[config.mk]
export PLATFORM = sky130hd
export DESIGN_NAME = tml_switch_mapper
export DESIGN_NICKNAME = d
export VERILOG_FILES = /design/src/rtl/tml_pkg.sv /design/src/rtl/tml_carrier.sv /design/src/rtl/tml_zero_count.sv /design/src/rtl/tml_thr_select.sv /design/src/rtl/tml_switch_mapper.sv
export SDC_FILE = /design/constraint.sdc
export NUM_CORES = 1
export LEC_CHECK = 0
export ABC_AREA = 1
export BUFFER_PORTS_ARGS = -buffer_cell sky130_fd_sc_hd__clkbuf_2
export CAP_MARGIN = 20
export CORE_UTILIZATION = 35
export DETAILED_ROUTE_END_ITERATION = 8
export PLACE_DENSITY_LB_ADDON = 0.05
export SLEW_MARGIN = 25
export SYNTH_ARGS = -nofsm -noshare
export SYNTH_HDL_FRONTEND = slang
export SYNTH_SLANG_ARGS = --single-unit
export TNS_END_PERCENT = 1
[constraint.sdc]
create_clock -name clk -period 12.38 [get_ports clk]
set_input_delay 0 -clock clk [delete_from_list [all_inputs] [get_ports clk]]
set_output_delay 0 -clock clk [all_outputs]
set_load 0.005 [all_outputs]
[src/rtl/tml_pkg.sv]
package tml_pkg;
  localparam int NSTEP = 4;
  localparam int NPH   = 3;
  localparam int NSW   = NPH * 2;
  localparam int ZW    = $clog2(NSTEP + 1);
  localparam int LW    = NSTEP * NPH * 2;

  // {switch1, switch2} state for a phase level code
  function automatic logic [1:0] lvl_to_sw(input logic [1:0] lvl);
    logic [1:0] s;
    s[1] = lvl[1];
    s[0] = |lvl;
    return s;
  endfunction
endpackage

[src/rtl/tml_carrier.sv]
module tml_carrier #(
  parameter int CNT_W   = 16,
  parameter int CAR_TOP = 1000
) (
  input  logic             clk,
  input  logic             rst,
  output logic [CNT_W-1:0] cnt,
  output logic             valley
);
  localparam logic [CNT_W-1:0] TOP_V = CNT_W'(CAR_TOP);
  localparam logic [CNT_W-1:0] ONE_V = CNT_W'(1);

  logic up;

  always_ff @(posedge clk) begin
    if (rst) begin
      cnt <= '0;
      up  <= 1'b1;
    end else if (up) begin
      cnt <= cnt + ONE_V;
      if (cnt == TOP_V - ONE_V) up <= 1'b0;
    end else begin
      cnt <= cnt - ONE_V;
      if (cnt == ONE_V) up <= 1'b1;
    end
  end

  assign valley = (cnt == '0);

  a_r3_carrier_in_span: assert property (@(posedge clk) disable iff (rst)
    cnt <= TOP_V);
  a_r3_unit_step: assert property (@(posedge clk) disable iff (rst)
    1'b1 |=> (cnt == $past(cnt) + ONE_V) || (cnt == $past(cnt) - ONE_V));
  a_r4_valley_single_cycle: assert property (@(posedge clk) disable iff (rst)
    valley |=> !valley);
endmodule

[src/rtl/tml_zero_count.sv]
module tml_zero_count
  import tml_pkg::*;
(
  input  logic [NSTEP*2-1:0] lv,
  output logic [ZW-1:0]      z_sw1,
  output logic [ZW-1:0]      z_sw2
);
  always_comb begin
    z_sw1 = '0;
    z_sw2 = '0;
    for (int k = 0; k < NSTEP; k++) begin
      logic [1:0] s;
      s = lvl_to_sw(lv[k*2 +: 2]);
      if (!s[1]) z_sw1 = z_sw1 + ZW'(1);
      if (!s[0]) z_sw2 = z_sw2 + ZW'(1);
    end
  end
endmodule

[src/rtl/tml_thr_select.sv]
module tml_thr_select
  import tml_pkg::*;
#(
  parameter int CNT_W   = 16,
  parameter int CAR_TOP = 1000
) (
  input  logic [ZW-1:0]    zeros,
  input  logic [CNT_W-1:0] ta,
  input  logic [CNT_W-1:0] tb,
  input  logic [CNT_W-1:0] tc,
  output logic [CNT_W-1:0] thr
);
  localparam int SW = CNT_W + 2;
  localparam logic [CNT_W-1:0] TOP_V = CNT_W'(CAR_TOP);
  localparam logic [SW-1:0]    TOP_W = SW'(CAR_TOP);

  logic [SW-1:0] b1, b2, b3;

  assign b1 = SW'(ta >> 1);
  assign b2 = b1 + SW'(tb);
  assign b3 = b2 + SW'(tc);

  function automatic logic [CNT_W-1:0] clamp(input logic [SW-1:0] v);
    return (v > TOP_W) ? TOP_V : v[CNT_W-1:0];
  endfunction

  always_comb begin
    case (zeros)
      ZW'(0):  thr = '0;
      ZW'(1):  thr = clamp(b1);
      ZW'(2):  thr = clamp(b2);
      ZW'(3):  thr = clamp(b3);
      default: thr = TOP_V;
    endcase
  end

  always_comb begin
    a_r2_thr_in_span: assert (thr <= TOP_V);
  end
endmodule

[src/rtl/tml_switch_mapper.sv]
module tml_switch_mapper
  import tml_pkg::*;
#(
  parameter int CNT_W   = 16,
  parameter int CAR_TOP = 1000
) (
  input  logic             clk,
  input  logic             rst,
  input  logic             in_valid,
  output logic             in_ready,
  input  logic [LW-1:0]    in_levels,
  input  logic [CNT_W-1:0] in_ta,
  input  logic [CNT_W-1:0] in_tb,
  input  logic [CNT_W-1:0] in_tc,
  output logic             upd_req,
  output logic [NSW-1:0]   gate
);
  localparam logic [CNT_W-1:0] TOP_V = CNT_W'(CAR_TOP);

  logic [CNT_W-1:0]            cnt;
  logic                        valley;
  logic [NSW-1:0][CNT_W-1:0]   new_thr;
  logic [NSW-1:0][CNT_W-1:0]   pend_thr;
  logic [NSW-1:0][CNT_W-1:0]   act_thr;
  logic                        pend_full;

  tml_carrier #(.CNT_W(CNT_W), .CAR_TOP(CAR_TOP)) u_carrier (
    .clk(clk), .rst(rst), .cnt(cnt), .valley(valley)
  );

  for (genvar p = 0; p < NPH; p++) begin : g_phase
    logic [NSTEP*2-1:0] ph_lv;
    logic [ZW-1:0]      z1, z2;
    for (genvar k = 0; k < NSTEP; k++) begin : g_step
      assign ph_lv[k*2 +: 2] = in_levels[(k*NPH+p)*2 +: 2];
    end
    tml_zero_count u_zc (.lv(ph_lv), .z_sw1(z1), .z_sw2(z2));
    tml_thr_select #(.CNT_W(CNT_W), .CAR_TOP(CAR_TOP)) u_sel1 (
      .zeros(z1), .ta(in_ta), .tb(in_tb), .tc(in_tc), .thr(new_thr[2*p])
    );
    tml_thr_select #(.CNT_W(CNT_W), .CAR_TOP(CAR_TOP)) u_sel2 (
      .zeros(z2), .ta(in_ta), .tb(in_tb), .tc(in_tc), .thr(new_thr[2*p+1])
    );
  end

  assign in_ready = !pend_full;
  assign upd_req  = valley;

  always_ff @(posedge clk) begin
    if (rst) begin
      pend_full <= 1'b0;
      gate      <= '0;
      for (int i = 0; i < NSW; i++) act_thr[i] <= TOP_V;
    end else begin
      for (int i = 0; i < NSW; i++) gate[i] <= (cnt > act_thr[i]);
      if (valley && pend_full) begin
        act_thr   <= pend_thr;
        pend_full <= 1'b0;
      end else if (in_valid && !pend_full) begin
        pend_thr  <= new_thr;
        pend_full <= 1'b1;
      end
    end
  end

  a_r6_hold_between_valleys: assert property (@(posedge clk) disable iff (rst)
    !(valley && pend_full) |=> $stable(act_thr));
  a_r7_ready_drops_on_take: assert property (@(posedge clk) disable iff (rst)
    (in_valid && in_ready) |=> !in_ready);
  a_r7_ready_held_until_valley: assert property (@(posedge clk) disable iff (rst)
    (!in_ready && !valley) |=> !in_ready);
  a_r8_reset_quiet: assert property (@(posedge clk)
    rst |=> (gate == '0) && in_ready && upd_req);

  for (genvar i = 0; i < NSW; i++) begin : g_chk
    a_r5_full_thr_blocks: assert property (@(posedge clk) disable iff (rst)
      (act_thr[i] == TOP_V) |=> !gate[i]);
    a_r5_zero_thr_passes: assert property (@(posedge clk) disable iff (rst)
      (act_thr[i] == '0 && cnt != '0) |=> gate[i]);
  end
endmodule

==> flow_summary_export.csv, run 1 <==
group,metric,value,unit
global_routing,overflow,0,
setup_path,end_kind,"flip-flop",
logic_synthesis,yosysWarningCount,0,
route,ant_nets,0,
logic_synthesis,synth_area,14000,um^2
global_routing,grt_max_degree,82,
setup_path,path_class,"input pin to flip-flop",
logic_synthesis,ys.flop_type,"dfxtp_1",
sta,fmax,241,MHz
logic_synthesis,ys_seq_elements,216,
sta,rsz0062_at_grt,"false",
clock_network,h-tree-depth,1,
route,vias,12172,
sta,period_needed,4150,ps
logic_synthesis,syn_inst,1838,
logic_synthesis,ys_seq_area_share,37.8,%
logic_synthesis,synth_top_family_by_area,"simple AND/OR/NAND/NOR gates",
clock_network,numClockSinks,216,
sta,setup_tns,0,ps
logic_synthesis,yosysMostFrequentCell,"nand2_1",
floorplan,num_rows,72,
placed_design,numPortBuffers,81,
status,status,"complete, no violations",
sta,worst_slew_pin_slew,1020,ps
cells_and_area,regArea,5290,um^2
clock_network,hold_buffers,2,
sta,setup_viol,0,
clock_network,tritoncts,"done",
logic_synthesis,ys_types,57,
sta,worst_slew_margin_rel,31.7,%
route,vias_per_cell,4.92,
clock_network,numCtsBuffers,23,
route,wirelength,39.1,mm
logic_synthesis,synth_top_cell_area_share,20.6,%
setup_path,arrival,4360,ps
global_routing,grt_pass1_vias,11632,
floorplan,pin_count,83,
cells_and_area,syn2layout_area_growth,13.3,%
floorplan,initial_core_util,35.9,%
placed_design,routabilityCongestion,0.878,
logic_synthesis,muxShareOfSynthArea,0.152,%
cells_and_area,nets,2165,
floorplan,fp.coreArea,39000,um^2
sta,finalCritPeriodShare,33.5,%
clock_network,clk_pin_slew_worst_paths,60,ps
cells_and_area,antenna_cells,0,
route,drc,0,
route,dr.pass1.iters,6,
sta,hold_viol_final,0,
clock_network,cts-root-buf,"clkbuf_16",
clock_network,postCtsSetupBuffers,0,
cells_and_area,multiInputGateArea,7700,um^2
clock_network,clkLatencyLatePin,510,ps
cells_and_area,fillerInstances,4019,
worst_hold_path,hp-class,"input pin to flip-flop",
sta,holdWs,112,ps
sta,final.setup_skew,17.1,ps
cells_and_area,layout-drive-gt1-share,8.39,%
logic_synthesis,yosys.area_share.xor_xnor,1.38,%
logic_synthesis,avgSynthCellArea,7.61,um^2
global_routing,track_usage,19.2,%
clock_network,clockBufferDepth,3,
route,wl_per_cell,15.8,um
route,drt-initial-drc-count,709,
logic_synthesis,synthAdderAreaFrac,13.8,%
pwr,p_leak,7.48,nW
setup_path,startpoint_type,"input pin",
logic_synthesis,yosys.area.top_type,"edfxtp_1",
setup_path,crit_fanout,30,
sta,drv_slew,0,
clock_network,ctsResizeCount,0,
floorplan,die_h,202,um
logic_synthesis,synth_enable_flop_cells,96,
floorplan,die_area,40800,um^2
global_routing,antenna_found_initial,0,
setup_path,crit_required,12590,ps
logic_synthesis,synth_common_cells,"nand2_1, inv_1, a21oi_1, ha_1, nand3_1",
logic_synthesis,ys_top_cells_by_area,"edfxtp_1, dfxtp_1, ha_1, nand2_1, a21oi_1",
logic_synthesis,synth-compound-area-share,14.4,%
pwr,ir_drop,84.8,uV
pwr,power_density,129,nW/um^2
flow_run,maxCapViolCount,0,
logic_synthesis,async_flop_share,0,%
floorplan,die_w,202,um
logic_synthesis,synth_simple_gate_area_share,24.2,%
global_routing,grt_first_pass_wirelength,62.7,mm
placed_design,dp_hpwl,29.7,mm
## per-stage QoR
| step | cells | area [um^2] | worst slack (ps) | power (mW) | utilization, % |
|---|---|---|---|---|---|
| after floorplan | 1873 | 14100 | 7350 | 1.20 | - |
| after global placement | 2427 | 15000 | 7750 | 1.33 | 38.5 |
| after detailed placement | 2428 | 15000 | 7720 | 1.34 | 38.6 |
| after CTS | 2472 | 15900 | 8240 | 2.07 | 40.7 |
| after global routing | 2472 | 15900 | 7860 | 2.17 | 40.7 |
| final | 2472 | 15900 | 8230 | 2.04 | 40.7 |
## power breakdown
group,switching (mW),internal [mW]
Clock,0.284,0.431
Sequential,0.0149,0.803
Combinational,0.346,0.163
## placed cells by master, fill, tap and decap left out, types with 2 or more instances in the layout
cell type	Yosys	final
dlygate4sd3_1	0	2
inv_2	2	2
clkinv_4	0	3
fa_1	2	2
xnor2_1	6	6
clkbuf_16	0	23
bufinv_16	0	4
nor2_2	8	8
nor2_4	2	3
a21oi_1	207	207
nor2_1	104	103
nand3b_1	9	9
o211ai_1	3	3
nand3_1	151	151
inv_1	247	246
or2_0	2	2
o21bai_1	3	3
o221ai_1	5	5
clkinv_1	1	6
dfxtp_1	120	120
clkbuf_2	1	81
edfxtp_1	96	96
nand2_4	6	6
clkinv_2	0	4
conb_1	1	36
buf_4	3	6
or2_2	6	6
o21ai_0	125	125
a21oi_2	5	5
nand2_1	400	400
a211oi_1	5	5
nand4_1	46	46
nor3_2	2	2
nand2_2	4	4
xor2_1	16	16
ha_1	151	151
a311oi_1	2	2
o21a_1	7	7
o31ai_1	3	3
nor3_1	22	22
## metal layers
layer | wire length, um | up-vias | GRT usage, %
met5 | 0 | - | 0
met4 | 734 | 0 | 4.84
met3 | 1170 | 43 | 1.35
met2 | 18200 | 223 | 32.9
met1 | 19000 | 5526 | 26.2
li1 | - | 6380 | -
## sequential cells by signal, indices dropped and copies added (netlist names)
signal	flops
u_carrier.cnt	16
pend_thr	96
pend_full	1
u_carrier.up	1
gate	6
act_thr	96
## critical path: stages
cell and delay (ps):
clkbuf_2 100, ha_1 240, fa_1 450, nand3_1 120, nand3_1 110, xor2_1 210
inv_1 220, ha_1 430, nand2_1 140, nor2_1 160, nand2_1 80, nand2_1 120
nand3_1 80, nand2_1 100, nand3b_1 80, nand2_1 740, nand4_1 610, nand2_1 180
nand3_1 170
## final cells by class
type	instances	share of cell area, %
Inverter	250	5.92
Sequential cell	216	33.3
Timing Repair Buffer	90	3.14
Multi-Input combinational cell	1356	48.5
Tap cell	518	4.09
Clock inverter	17	1.25
Clock buffer	25	3.74
## worst paths after layout
path,startpoint,to,slack (ps),cells past startpoint
worst min-delay path,in_ta[4],pend_thr[67],110,4
worst max register to register,u_carrier.cnt[0],act_thr[9],9340,9
worst max-delay path,in_ta[1],pend_thr[40],8230,19
worst min register to register,act_thr[62],act_thr[62],460,2
## cells by family (layout without fill, tap and decap cells)
logic type	Yosys count	after routing
compound gates	376	376
buf+inv	301	382
fa+ha+maj	153	153
flops	216	216
other cells	1	36
mux	2	2
simple gates	767	767
xor+xnor	22	22
No activity file was read; power rests on OpenSTA's default activity.
==> inputs of run 2 (changes only) <==
ABC_AREA = 0   (was 1)
clock period = 3.8 ns   (was 12.38 ns; I/O delays follow)
==> run 2 against run 1 <==
Against the previous run:
- clock power rose to 3.2 times the previous value
- critical path type unchanged
- wire length rose by 6.7%
- power rose to 3.4 times the previous value
- sequential cell count did not move
- highest routed layer unchanged
- clock skew rose by 12 ps
- combinational power rose to 4.0 times the previous value
- core utilization rose by 2.6 points
- worst setup slack got worse by 8100 ps
- global-route usage rose by 1.3 points
==> flow_summary_export.csv, run 2 <==
group,metric,value,unit
sta,setup_tns,0,ps
setup_path,crit_fanout,12,
route,ant_nets,0,
logic_synthesis,ys_top_cells_by_area,"edfxtp_1, dfxtp_1, ha_1, nand2_1, a21oi_1",
logic_synthesis,ys_seq_elements,216,
setup_path,cp_slowest_cell,"fa_2",
pwr,pwr-share-clk,32.7,%
cells_and_area,syn2layout_area_growth,21.5,%
route,drc,0,
route,vias_per_cell,5.10,
logic_synthesis,ys_types,79,
clock_network,cts-root-buf,"clkbuf_16",
sta,holdWs,82.9,ps
global_routing,grt_first_pass_wirelength,65.5,mm
pwr,p_int,4.76,mW
sta,fin_ws,150,ps
global_routing,grt_max_degree,75,
global_routing,antenna_found_initial,0,
clock_network,numClockSinks,216,
setup_path,startpoint_type,"input pin",
floorplan,initial_core_util,35.6,%
setup_path,arrival,3900,ps
cells_and_area,final_cell_mix,"nand2_1, ha_1, buf_4, inv_1, a21oi_1",
logic_synthesis,yosysWarningCount,0,
global_routing,overflow,0,
cells_and_area,nets,2046,
sta,fmax,274,MHz
sta,rsz0062_at_grt,"true",
cells_and_area,final_cells,2355,
floorplan,pin_count,83,
pwr,power_density,416,nW/um^2
logic_synthesis,synth_area,13800,um^2
sta,final.setup_skew,28.9,ps
pwr,seqPwrFrac,38.2,%
logic_synthesis,yosys.area.top_type,"edfxtp_1",
route,wirelength,41.7,mm
placed_design,numPortBuffers,81,
setup_path,crit_required,4050,ps
sta,hold_viol_final,0,
flow_run,maxCapViolCount,0,
setup_path,crit_chain,"clkbuf_2 > ha_1 > fa_2 > a211oi_4 > o211ai_2 > a2111oi_4 > or3_1 > nand2_1 > ha_1 > o21ai_0 > a2111oi_2 > buf_4 > o2111a_1 > o311ai_2 > or2_2 > buf_6 > a21boi_1 > buf_4 > o2111ai_1",
worst_hold_path,hp-class,"input pin to flip-flop",
route,dr.pass1.iters,5,
clock_network,clk_pin_slew_worst_paths,60,ps
sta,period_needed,3650,ps
pwr,power_switching,2.23,mW
clock_network,clkLatencyLatePin,560,ps
sta,finalCritPeriodShare,96.1,%
cells_and_area,antenna_cells,0,
floorplan,die_area,40300,um^2
pwr,switching_share,31.9,%
route,drt-initial-drc-count,694,
sta,worst_slew_pin_slew,976,ps
logic_synthesis,ys.flop_type,"dfxtp_1",
clock_network,h-tree-depth,1,
sta,setup_viol,0,
route,vias,12008,
placed_design,placed_cells,2304,
floorplan,die_h,201,um
setup_path,cpPeakStageDelay,390,ps
route,wl_per_cell,17.7,um
logic_synthesis,avgSynthCellArea,8.74,um^2
cells_and_area,mostFrequentLayoutCell,"nand2_1",
clock_network,numCtsBuffers,25,
floorplan,num_rows,72,
floorplan,die_w,201,um
logic_synthesis,ys_seq_area_share,38.2,%
logic_synthesis,async_flop_share,0,%
cells_and_area,final_util,43.3,%
sta,worst_slew_margin_rel,34.4,%
placed_design,dp_hpwl,32.0,mm
global_routing,grt_pass1_vias,11519,
global_routing,track_usage,20.5,%
clock_network,clockBufferDepth,3,
logic_synthesis,yosysMostFrequentCell,"nand2_1",
placed_design,routabilityCongestion,0.909,
logic_synthesis,synth_enable_flop_cells,96,
logic_synthesis,synth_common_cells,"nand2_1, ha_1, inv_1, a21oi_1, dfxtp_1",
pwr,ir_drop,242,uV
floorplan,fp.coreArea,38800,um^2
placed_design,dpl_worst_slack,-643,ps
placed_design,placed_area,15900,um^2
logic_synthesis,synth_top_cell_area_share,20.9,%
clock_network,tritoncts,"done",
status,status,"complete, no violations",
logic_synthesis,syn_inst,1582,
sta,drv_slew,0,
pwr,p_leak,7.26,nW
cells_and_area,finalInstanceArea,16800,um^2
cells_and_area,layout-drive-gt1-share,16.8,%
pwr,p_total,6.99,mW
pwr,combPwrFrac,29.1,%
setup_path,path_class,"input pin to flip-flop",
setup_path,end_kind,"flip-flop",
cells_and_area,reg_top3,"act_thr x96, pend_thr x96, u_carrier.cnt x16",
## run 2: routing by layer
layer | track usage (%) | wire, um | up-vias
met5 | 0 | 0 | -
met4 | 7.31 | 1300 | 0
met3 | 2.39 | 1810 | 77
met2 | 33.6 | 18900 | 287
met1 | 27.9 | 19600 | 5546
li1 | - | - | 6098
## run 2: path summary, 6_finish.rpt
check,from,endpoint,slack [ps],cells past startpoint
max,in_ta[1],pend_thr[5],150,19
min,in_ta[5],pend_thr[36],80,4
max reg2reg,u_carrier.cnt[8],act_thr[60],1070,7
min reg2reg,act_thr[92],act_thr[92],450,2
## run 2: cells by family after synthesis
family / Yosys count / synth area share [%]
AOI/OAI and AO/OA: 383 / 18.2
xor gates and xnor gates: 58 / 3.68
adders and majority gates: 153 / 14.0
buffers and inverters: 190 / 5.28
DFF: 216 / 38.2
muxes: 12 / 0.896
other: 1 / 0.0271
and+or+nand+nor: 569 / 19.7
## run 2: area by class of cell
class | instances | area (um^2)
fill | 3979 | 22000
multi-input combinational | 1211 | 8020
tap | 518 | 648
sequential | 216 | 5290
inverter | 133 | 499
clock buffer | 31 | 658
clock inverter | 15 | 113
timing repair buffer | 231 | 1580
## run 2: power by group through the flow
stage	Clock (mW)	Sequential, mW	Combinational (mW)
after floorplan	0	2.69	1.18
after global routing	2.46	2.68	2.23
after detailed placement	0	2.72	1.98
after global placement	0	2.72	1.98
after CTS	2.36	2.67	1.99
final	2.29	2.67	2.03
## run 2: worst max-delay path, delay by kind of cell
kind	cells	cell delay, ps
adder cells (fa/ha/maj)	3	920
AO/OA/AOI/OAI	9	1840
AND/OR/NAND/NOR	3	550
buffers and inverters	4	580
## run 2: timing repair
action	CTS	global route
endpoints found under the hold margin	49	0
buffers inserted	0	3
hold buffers	2	0
gates resized for setup	3	14
endpoints found under the setup margin	21	43
pin swaps	1	5
==> inputs of run 3 (changes only) <==
CORE_UTILIZATION = 56   (was 35)
==> run 3 against run 2 <==
Against the previous run:
- worst hold slack got worse by 53 ps
- critical path depth unchanged
- first-iteration DRC count grew 20%
- sequential cell count is the same
- combinational power barely moved
- maximum frequency rose by 0.56%
- wire length down 10%
- cell area down 2.2%
==> flow_summary_export.csv, run 3 (same netlist as run 2, synthesis figures left out) <==
group,metric,value,unit
pwr,p_leak,7.16,nW
flow_run,maxCapViolCount,0,
sta,finalCritPeriodShare,95.5,%
clock_network,numCtsBuffers,23,
placed_design,dpl_worst_slack,-511,ps
setup_path,crit_fanout,5,
global_routing,antenna_found_initial,0,
floorplan,pin_count,83,
placed_design,numPortBuffers,81,
sta,final.setup_skew,20.0,ps
cells_and_area,multiInputGateArea,8010,um^2
sta,holdWs,30.0,ps
floorplan,die_h,159,um
cells_and_area,final_cell_mix,"nand2_1, ha_1, buf_4, inv_1, a21oi_1",
clock_network,tritoncts,"done",
cells_and_area,antenna_cells,0,
cells_and_area,layout-drive-gt1-share,16.2,%
floorplan,die_w,159,um
status,status,"complete, no violations",
route,vias_per_cell,5.70,
placed_design,placed_cells,2101,
sta,worst_slew_margin_rel,29.9,%
floorplan,fp.coreArea,24200,um^2
setup_path,crit_required,4040,ps
sta,setup_tns,0,ps
setup_path,end_kind,"flip-flop",
route,drt-initial-drc-count,833,
floorplan,initial_core_util,57.0,%
route,ant_nets,0,
sta,worst_slew_pin_slew,1040,ps
cells_and_area,mostFrequentLayoutCell,"nand2_1",
cells_and_area,syn2layout_area_growth,18.9,%
global_routing,overflow,0,
setup_path,cpPeakStageDelay,440,ps
cells_and_area,fillerInstances,2030,
setup_path,crit_chain,"clkbuf_2 > ha_2 > fa_2 > a211oi_2 > buf_4 > o21ai_0 > a21boi_1 > xnor2_1 > ha_1 > and3_1 > buf_4 > nand2_1 > o221ai_1 > mux2i_1 > o2111a_2 > o311ai_4 > or2_4 > o21ai_0 > or4b_1",
global_routing,grt_pass1_vias,11889,
sta,period_needed,3630,ps
setup_path,path_class,"input pin to flip-flop",
pwr,power_density,416,nW/um^2
clock_network,clk_pin_slew_worst_paths,60,ps
global_routing,track_usage,29.7,%
floorplan,num_rows,57,
sta,drv_slew,0,
route,vias,12229,
sta,hold_viol_final,0,
clock_network,cts-root-buf,"clkbuf_16",
route,wl_per_cell,17.5,um
setup_path,arrival,3870,ps
clock_network,numClockSinks,216,
worst_hold_path,hp-class,"input pin to flip-flop",
clock_network,clkLatencyLatePin,510,ps
route,wirelength,37.5,mm
cells_and_area,regArea,5290,um^2
cells_and_area,final_cells,2146,
floorplan,die_area,25300,um^2
global_routing,grt_max_degree,97,
global_routing,grt_first_pass_wirelength,60.7,mm
setup_path,cp_slowest_cell,"or4b_1",
setup_path,startpoint_type,"input pin",
cells_and_area,reg_top3,"act_thr x96, pend_thr x96, u_carrier.cnt x16",
placed_design,routabilityCongestion,0.995,
clock_network,h-tree-depth,1,
sta,setup_viol,0,
pwr,ir_drop,334,uV
sta,fmax,276,MHz
clock_network,clockBufferDepth,3,
placed_design,dp_hpwl,28.3,mm
route,drc,0,
sta,fin_ws,170,ps
cells_and_area,nets,2034,
route,dr.pass1.iters,5,
[run 3: critical path, delay by kind of cell]
kind                     cells  cell delay [ps]
multiplexers                 1              230
XOR/XNOR                     1              110
AO/OA/AOI/OAI                7             1280
adder cells (fa/ha/maj)      3              940
buffers and inverters        3              350
AND/OR/NAND/NOR              4              950
[run 3: layer usage]
layer | share of wire, % | global-route usage, % | routed length [um] | up-vias
li1 | - | - | - | 6069
met1 | 45 | 38.9 | 16700 | 5674
met2 | 48 | 51.6 | 17900 | 413
met3 | 5.2 | 2.87 | 1950 | 73
met4 | 2.6 | 9.13 | 978 | 0
met5 | 0 | 0 | 0 | -
[run 3: area by class of cell]
cell class	instances	area share [%]
multi-input cells	1211	48.7
flip-flops and latches	216	32.2
clock buffers	30	3.72
well taps	324	2.47
clock inverters	11	0.708
inverters	133	3.04
repair buffers	221	9.16
[run 3: report_power, final]
part | switching, mW | internal, mW | leakage (nW) | total [mW]
combinational | 1.15 | 0.854 | 4.94 | 2.00
clock | 0.892 | 1.27 | 0.342 | 2.17
sequential | 0.0669 | 2.60 | 1.88 | 2.67
[run 3: through the flow]
stage	power, mW	cell area (um^2)	utilization [%]
2_1_floorplan	3.87	14000	-
3_3_place_gp	4.60	15600	64.4
3_5_place_dp	4.64	15600	64.4
4_1_cts	6.80	16400	67.5
5_1_grt	7.17	16400	67.8
6_report	6.83	16400	67.8
[run 3: final timing paths]
kind | start | endpoint | slack (ps) | depth (start not counted)
setup / recovery | in_ta[1] | pend_thr[86] | 170 | 19
hold / removal | in_ta[2] | pend_thr[33] | 30 | 4
setup reg to reg | u_carrier.cnt[12] | act_thr[58] | 1190 | 7
hold reg to reg | act_thr[52] | act_thr[52] | 450 | 2
[run 3: what timing repair did]
| action | in CTS | in global routing |
|---|---|---|
| setup buffers | 0 | 2 |
| hold buffers | 2 | 0 |
| endpoints found under the setup margin | 0 | 59 |
| gates resized for setup | 0 | 16 |
| endpoints found under the hold margin | 33 | 0 |
